File: src/rtl/alu_pkg.sv
package alu_pkg;

   typedef enum logic [2:0] {
      FN_ADD = 3'b000,
      FN_SUB = 3'b001,
      FN_SHL = 3'b010,
      FN_SHR = 3'b011,
      FN_AND = 3'b100,
      FN_OR  = 3'b101,
      FN_XOR = 3'b110,
      FN_NOR = 3'b111
   } alu_fn_e;

   typedef enum logic [1:0] {
      LG_AND = 2'b00,
      LG_OR  = 2'b01,
      LG_XOR = 2'b10,
      LG_NOR = 2'b11
   } logic_sel_e;

endpackage

File: src/rtl/alu_addsub.sv
module alu_addsub #(
   parameter int WIDTH = 32
) (
   input  logic [WIDTH-1:0] a_i,
   input  logic [WIDTH-1:0] b_i,
   input  logic             sub_i,
   output logic [WIDTH-1:0] sum_o
);

   logic [WIDTH-1:0] b_eff;
   logic [WIDTH-1:0] carry_in;
   logic [WIDTH-1:0] sum_v;

   always_comb begin
      b_eff    = sub_i ? ~b_i : b_i;
      carry_in = {{(WIDTH-1){1'b0}}, sub_i};
      sum_v    = a_i + b_eff + carry_in;
      sum_o    = sum_v;
      if (sub_i) begin
         AST_SUB_INVERSE: assert (sum_v + b_i == a_i);
      end else begin
         AST_ADD_INVERSE: assert (sum_v - b_i == a_i);
      end
   end

endmodule

File: src/rtl/alu_shift.sv
module alu_shift #(
   parameter int WIDTH  = 32,
   parameter bit BARREL = 1'b1,
   localparam int SHW   = $clog2(WIDTH)
) (
   input  logic [WIDTH-1:0] val_i,
   input  logic [SHW-1:0]   amt_i,
   input  logic             right_i,
   output logic [WIDTH-1:0] res_o
);

   logic [WIDTH-1:0] left_w;
   logic [WIDTH-1:0] right_w;

   if (BARREL) begin : g_barrel
      logic [WIDTH-1:0] lstg [SHW+1];
      logic [WIDTH-1:0] rstg [SHW+1];
      assign lstg[0] = val_i;
      assign rstg[0] = val_i;
      for (genvar k = 0; k < SHW; k++) begin : g_stage
         localparam int STEP = 1 << k;
         assign lstg[k+1] = amt_i[k] ?
            {lstg[k][WIDTH-1-STEP:0], {STEP{1'b0}}} : lstg[k];
         assign rstg[k+1] = amt_i[k] ?
            {{STEP{1'b0}}, rstg[k][WIDTH-1:STEP]} : rstg[k];
      end
      assign left_w  = lstg[SHW];
      assign right_w = rstg[SHW];
   end else begin : g_operator
      assign left_w  = val_i << amt_i;
      assign right_w = val_i >> amt_i;
   end

   always_comb begin
      res_o = right_i ? right_w : left_w;
      if (right_i) begin
         AST_SHR_NO_NEW_ONES: assert ($countones(right_w) <= $countones(val_i));
      end else begin
         AST_SHL_NO_NEW_ONES: assert ($countones(left_w) <= $countones(val_i));
      end
      if (amt_i == '0) begin
         AST_SHIFT_ZERO_PASS: assert (res_o == val_i);
      end
   end

endmodule

File: src/rtl/alu_logic.sv
module alu_logic #(
   parameter int WIDTH = 32
) (
   input  logic [WIDTH-1:0] a_i,
   input  logic [WIDTH-1:0] b_i,
   input  logic [1:0]       sel_i,
   output logic [WIDTH-1:0] res_o
);
   import alu_pkg::*;

   logic [WIDTH-1:0] v_and, v_or, v_xor, v_nor;

   for (genvar i = 0; i < WIDTH; i++) begin : g_bit
      assign v_and[i] = a_i[i] & b_i[i];
      assign v_or[i]  = a_i[i] | b_i[i];
      assign v_xor[i] = a_i[i] ^ b_i[i];
      assign v_nor[i] = ~(a_i[i] | b_i[i]);
   end

   always_comb begin
      unique case (logic_sel_e'(sel_i))
         LG_AND:  res_o = v_and;
         LG_OR:   res_o = v_or;
         LG_XOR:  res_o = v_xor;
         default: res_o = v_nor;
      endcase
      AST_XOR_SPLIT:  assert (v_xor == (v_or & ~v_and));
      AST_NOR_DISJOINT: assert ((v_nor & v_or) == '0);
   end

endmodule

File: src/rtl/alu_core.sv
module alu_core #(
   parameter int WIDTH  = 32,
   parameter bit BARREL = 1'b1
) (
   input  logic [2:0]       fn_i,
   input  logic [WIDTH-1:0] a_i,
   input  logic [WIDTH-1:0] b_i,
   output logic [WIDTH-1:0] res_o,
   output logic             zero_o
);
   import alu_pkg::*;

   localparam int SHW = $clog2(WIDTH);

   if (WIDTH < 2) begin : g_bad_width
      $error("alu_core: WIDTH must be at least 2");
   end
   if ((1 << SHW) != WIDTH) begin : g_bad_pow2
      $error("alu_core: WIDTH must be a power of two");
   end

   logic [WIDTH-1:0] arith_w, shift_w, logic_w;

   alu_addsub #(.WIDTH(WIDTH)) u_addsub (
      .a_i   (a_i),
      .b_i   (b_i),
      .sub_i (fn_i[0]),
      .sum_o (arith_w)
   );

   alu_shift #(.WIDTH(WIDTH), .BARREL(BARREL)) u_shift (
      .val_i   (a_i),
      .amt_i   (b_i[SHW-1:0]),
      .right_i (fn_i[0]),
      .res_o   (shift_w)
   );

   alu_logic #(.WIDTH(WIDTH)) u_logic (
      .a_i   (a_i),
      .b_i   (b_i),
      .sel_i (fn_i[1:0]),
      .res_o (logic_w)
   );

   always_comb begin
      if (fn_i[2])      res_o = logic_w;
      else if (fn_i[1]) res_o = shift_w;
      else              res_o = arith_w;
      zero_o = ~|res_o;
      if (zero_o && alu_fn_e'(fn_i) == FN_SUB) begin
         AST_ZERO_SUB_EQUAL: assert (a_i == b_i);
      end
      if (zero_o && alu_fn_e'(fn_i) == FN_OR) begin
         AST_ZERO_OR_EMPTY: assert ((a_i == '0) && (b_i == '0));
      end
   end

endmodule

File: config.mk
export PLATFORM = sky130hd
export DESIGN_NAME = alu_core
export DESIGN_NICKNAME = d
export VERILOG_FILES = /design/src/rtl/alu_pkg.sv /design/src/rtl/alu_addsub.sv /design/src/rtl/alu_shift.sv /design/src/rtl/alu_logic.sv /design/src/rtl/alu_core.sv
export SDC_FILE = /design/constraint.sdc
export NUM_CORES = 1
export LEC_CHECK = 0
export BUFFER_PORTS_ARGS = -buffer_cell sky130_fd_sc_hd__buf_2
export CAP_MARGIN = 10
export CELL_PAD_IN_SITES_DETAIL_PLACEMENT = 0
export CELL_PAD_IN_SITES_GLOBAL_PLACEMENT = 2
export CORE_AREA = 2 2 160 162
export DETAILED_ROUTE_END_ITERATION = 10
export DIE_AREA = 0 0 162 164
export PLACE_DENSITY = 0.85
export SYNTH_ARGS = -nofsm -noshare
export SYNTH_HDL_FRONTEND = slang
export SYNTH_SLANG_ARGS = --single-unit
File: constraint.sdc
create_clock -name vclk -period 8.3
set_clock_uncertainty 0.15 [all_clocks]
set_input_delay 0.83 -clock vclk [all_inputs]
set_output_delay 0.83 -clock vclk [all_outputs]
set_load 0.02 [all_outputs]
After elaboration in Yosys (flattened, before gate mapping):

Cells that the tools add are included.

* output and inout bits: 33
* input bits: 67
* logic and storage cells: 151
* bits in registers: 0

* bitwise operators: 129
* equality and inequality tests: 2
* multiplexer cells: 15
* $add $sub $neg: 2
* reductions and logical operators: 3

Operators by type and width (number)
* $mux 32: 14
* $pmux 32 s3: 1
* $add 32x1->32: 1
* $add 32x32->32: 1
* $and 1x1->1: 32
* $not 1->1: 32
* $not 32->32: 1
* $or 1x1->1: 32
* $reduce_or 32->1: 1
* $xor 1x1->1: 32
* $eq 2x1->1 const B: 1
* $eq 2x2->1 const B: 1
* $logic_not 2->1: 1
* $logic_not 1->1: 1

Longest topological paths before layout:

* word-level depth: 10
* gate-level depth with buffers: 20
* depth with buffers taken out: 13

Cells and area by module:

A second synthesis with hierarchy kept.

* cell total of the unflattened synthesis: 1213
* area total of the unflattened synthesis: 8926.1 um^2

By module, submodules not included
* alu_shift: sequential area each 0.0 um^2, area each 3789.9 um^2, times used 1, cells each 497
* alu_logic: sequential area each 0.0 um^2, area each 2242.2 um^2, times used 1, cells each 306
* alu_addsub: sequential area each 0.0 um^2, area each 2145.8 um^2, times used 1, cells each 292
* alu_core: sequential area each 0.0 um^2, area each 748.2 um^2, times used 1, cells each 118

Worst setup path after synthesis:

OpenSTA, ideal clock, no wires.

* path kind: input to output
* start point: in fn_i[0]
* end point: out zero_o
* stages on the path: 20
* slack: 1247 ps
* buffers on the path: 7
* data required time: 7320 ps
* arrival: 6073 ps
* cells stage by stage: buf_2 -> clkbuf_1 -> clkbuf_1 -> buf_2 -> clkbuf_1 -> clkbuf_1 -> clkbuf_1 -> xor2_1 -> inv_1 -> fa_1 -> nand2b_1 -> a21oi_1 -> o31ai_1 -> o41a_1 -> a211o_1 -> nand4_1 -> a21oi_1 -> o31a_1 -> or4b_1 -> nor2_1

* word-level cells in the longest chain between the ends: 7
* elaborated cells between the ends (all ways): 12
* classes of those cells: add/sub: 2; eq/ne: 2; mux: 5; reduce/logical: 3

RTL lines
* start: declaration: line alu_core.sv:5 `input logic [2:0] fn_i,`
* $mux 32: line alu_addsub.sv:15 `b_eff = sub_i ? ~b_i : b_i;`
* $add 32x32->32: line alu_addsub.sv:17 `sum_v = a_i + b_eff + carry_in;`
* $add 32x1->32: line alu_addsub.sv:17
* $mux 32: line alu_core.sv:47 `else if (fn_i[1]) res_o = shift_w;`
* $mux 32 (*): line alu_core.sv:46 `if (fn_i[2]) res_o = logic_w;`
* via res_o[28]: line alu_core.sv:8 `output logic [WIDTH-1:0] res_o,`
* $reduce_or 32->1 (*): line alu_core.sv:49 `zero_o = ~|res_o;`
* $logic_not 1->1 (*): line alu_core.sv:49
* end: declaration: line alu_core.sv:9 `output logic zero_o`

The timed path passes the listed nets; every way through them passes the cells marked *.

Final worst setup path:

* start point: in fn_i[0]
* end point: out zero_o

* word-level cells in the longest chain between the ends: 7
* elaborated cells between the ends (all ways): 12
* classes of those cells: add/sub: 2; eq/ne: 2; mux: 5; reduce/logical: 3

RTL lines (line)
* $mux 32: alu_addsub.sv:15
* $add 32x32->32: alu_addsub.sv:17
* $add 32x1->32: alu_addsub.sv:17
* $mux 32: alu_core.sv:47
* $mux 32 (*): alu_core.sv:46
* $reduce_or 32->1 (*): alu_core.sv:49
* $logic_not 1->1 (*): alu_core.sv:49

Every way passes the cells marked *; elsewhere a longest branch is shown, timed or not.

==> impl_metrics.ini <==
[run_status]
status = finished, final reports clean

[synthesis]
post-synth-top-area-cell = ha_1
netlist_instances = 1199
ys_warn_count = 0
yosys.cell_types.count = 83
avgSynthCellArea_sq_um = 7.57
synthTopCellsByArea = ha_1, mux4_2, mux2_2
syn_nets = 1365
synth-seq-area-share = 0
netlist_area_sq_um = 9080
yosys.area.top_type_share = 0.135

[timing]
worstMarginPinSlew_ps = 926
setup_viol = 0
period_share = 0.758
slew_viol_final = 0
rsz0062_at_grt = no
finalHoldViolations = 0
relSlewSlack = 0.378
fin_crit_ps = 6290
fmax_mhz = 159
whs_ps = 2200
fin_tns_setup_ps = 0

[worst_setup_path]
startpoint_type = primary input
worstSetupEndpointType = output pin
crit_arrival_ps = 5310
crit_buf_inv = 2
cp_slowest_cell = buf_4
worstPathMaxFanout = 76
worst-setup-path-type = in -> out
slowest_delay_ps = 640
worstPathRequired_ps = 7320
crit_family = compound AO/OA/AOI/OAI gates
path_cells = buf_4 -> mux2i_1 -> fa_1 -> nand2b_1 -> a21oi_1 -> o31ai_1 -> o41a_1 -> a21o_1 -> a211o_1 -> or4_1 -> nor4b_2 -> nand4_1 -> nor2_1 -> buf_2

[placed_design]
port_buffers = 100
place_congestion = 0.988
dp_hpwl_um = 30000

[floorplan]
rows = 58
boundaryPins = 100
start_util = 0.366
core-area_sq_um = 24800
die_w_um = 162
die_y_um = 164
design.die.area_sq_um = 26600

[routing]
vias_per_cell = 6.53
num_vias = 10100
met1_length_um = 17100
wl_met3_um = 3670
drtIter0Drc = 1322
dr_wl_met2_um = 17600
drt-total-wl_um = 39500
post-route-drc-count = 0
dr.max_layer_used = met4
postRouteAntennaNets = 0
first_pass_iters = 6
wl_per_cell_um = 25.6

[cts]
ctsResizeCount = 0
cts_setup_buffers = 0
cts.hold.buffers_added = 0

[layout]
num_antenna_cells = 0
fin_util = 0.389
finalNetCount = 1385
area_delta_synth_final_pct = 6.26
regArea_sq_um = 0
clockBufferCount = 0
seq_cells = 0
drive_above_1_share = 0.200

[pwr]
p_int_uw = 290
total_power_uw = 791
seqPwrFrac = 0
sw_frac_of_total = 0.633
powerDensity_nw_per_um2 = 82.0
p_switching_uw = 501
p_clk_frac = 0
p_leak_uw = 0.00419
p_comb_frac = 1.000
peakVddDrop_mv = 0.0367

[worst_hold_path]
hp-class = in -> out

[global_routing]
first_global_vias = 9317
grt_pass1_wl_um = 59600
grt_max_degree = 77
grt_overflow_total = 0
antenna_found_initial = 0
track_usage = 0.290

[job]
cap_violations = 0
-- cell usage after synthesis (9+ instances only) --
library cell / count
a211oi_1: 29
a21o_1: 12
a21oi_1: 77
a221oi_1: 9
a22oi_1: 11
a31oi_1: 16
buf_1: 14
buf_2: 26
clkbuf_1: 49
ha_1: 98
inv_1: 80
mux2_2: 62
mux2i_1: 57
mux4_2: 52
nand2_1: 119
nand3_1: 20
nand4_1: 12
nor2_1: 75
nor2b_1: 15
nor3_1: 22
nor4_1: 13
o211ai_1: 18
o21ai_0: 75
or3_1: 9
xor2_1: 66
-- power by group through the flow --
stage	clock [uW]	sequential [uW]	combinational [uW]
after floorplan	0	0	536
after global placement	0	0	769
after detailed placement	0	0	769
after CTS	0	0	774
after global routing	0	0	854
final	0	0	791
-- layer usage --
metal | vias to the layer above | global-route usage
li1 | 4538 | -
met1 | 4908 | 0.416
met2 | 580 | 0.466
met3 | 78 | 0.0313
met4 | 0 | 0.0696
met5 | - | 0
-- worst min-delay path: cells and delay by family --
kind | cells | cell delay [ps]
simple gates | 1 | 80
compound gates | 1 | 230
buf+inv | 2 | 390
-- cell type report --
cell class	instances	area, sq um
Fill cell	2729	15200
Inverter	81	304
Multi-Input combinational cell	1020	8300
Tap cell	330	413
Timing Repair Buffer	116	628
-- per-stage QoR --
stage	cell area (sq um)	std cells	setup WS [ps]
2_1_floorplan	9080	1199	1250
3_3_place_gp	9650	1547	2120
3_5_place_dp	9650	1547	2050
4_1_cts	9650	1547	2040
5_1_grt	9650	1547	1730
6_report	9650	1547	2010
-- final timing paths --
check                    from       end  slack (ps)  cells past startpoint
worst max-delay path  fn_i[0]    zero_o        2010                     14
worst min-delay path  fn_i[2]  res_o[1]        2200                      4
-- placed cells by master, fill, tap and decap left out, types with 8 or more instances in the layout --
cell and count:
nor2b_1 15, a221oi_1 9, inv_1 79, o21ai_0 75, buf_2 97, nand3_1 20, ha_1 98, nor4_1 13
nand2b_1 8, a21o_1 12, mux2_2 62, a22oi_1 11, buf_4 19, a21oi_1 77, nor2_1 75, a31oi_1 16
mux2i_1 57, or3_1 9, xor2_1 66, mux4_2 52, a211o_1 8, nand4_1 12, a211oi_1 29, xnor2_1 8
nor3_1 22, o211ai_1 18, nand2_1 119
-- cells by family (layout without fill, tap and decap cells) --
| family | Yosys count | after routing | share of synthesized area |
|---|---|---|---|
| fa+ha+maj | 99 | 99 | 0.137 |
| xor+xnor | 74 | 74 | 0.0714 |
| mux | 176 | 176 | 0.280 |
| compound gates | 350 | 350 | 0.260 |
| simple gates | 321 | 321 | 0.166 |
| buf+inv | 179 | 197 | 0.0856 |
Note: power is estimated with default switching activity, not from simulation.
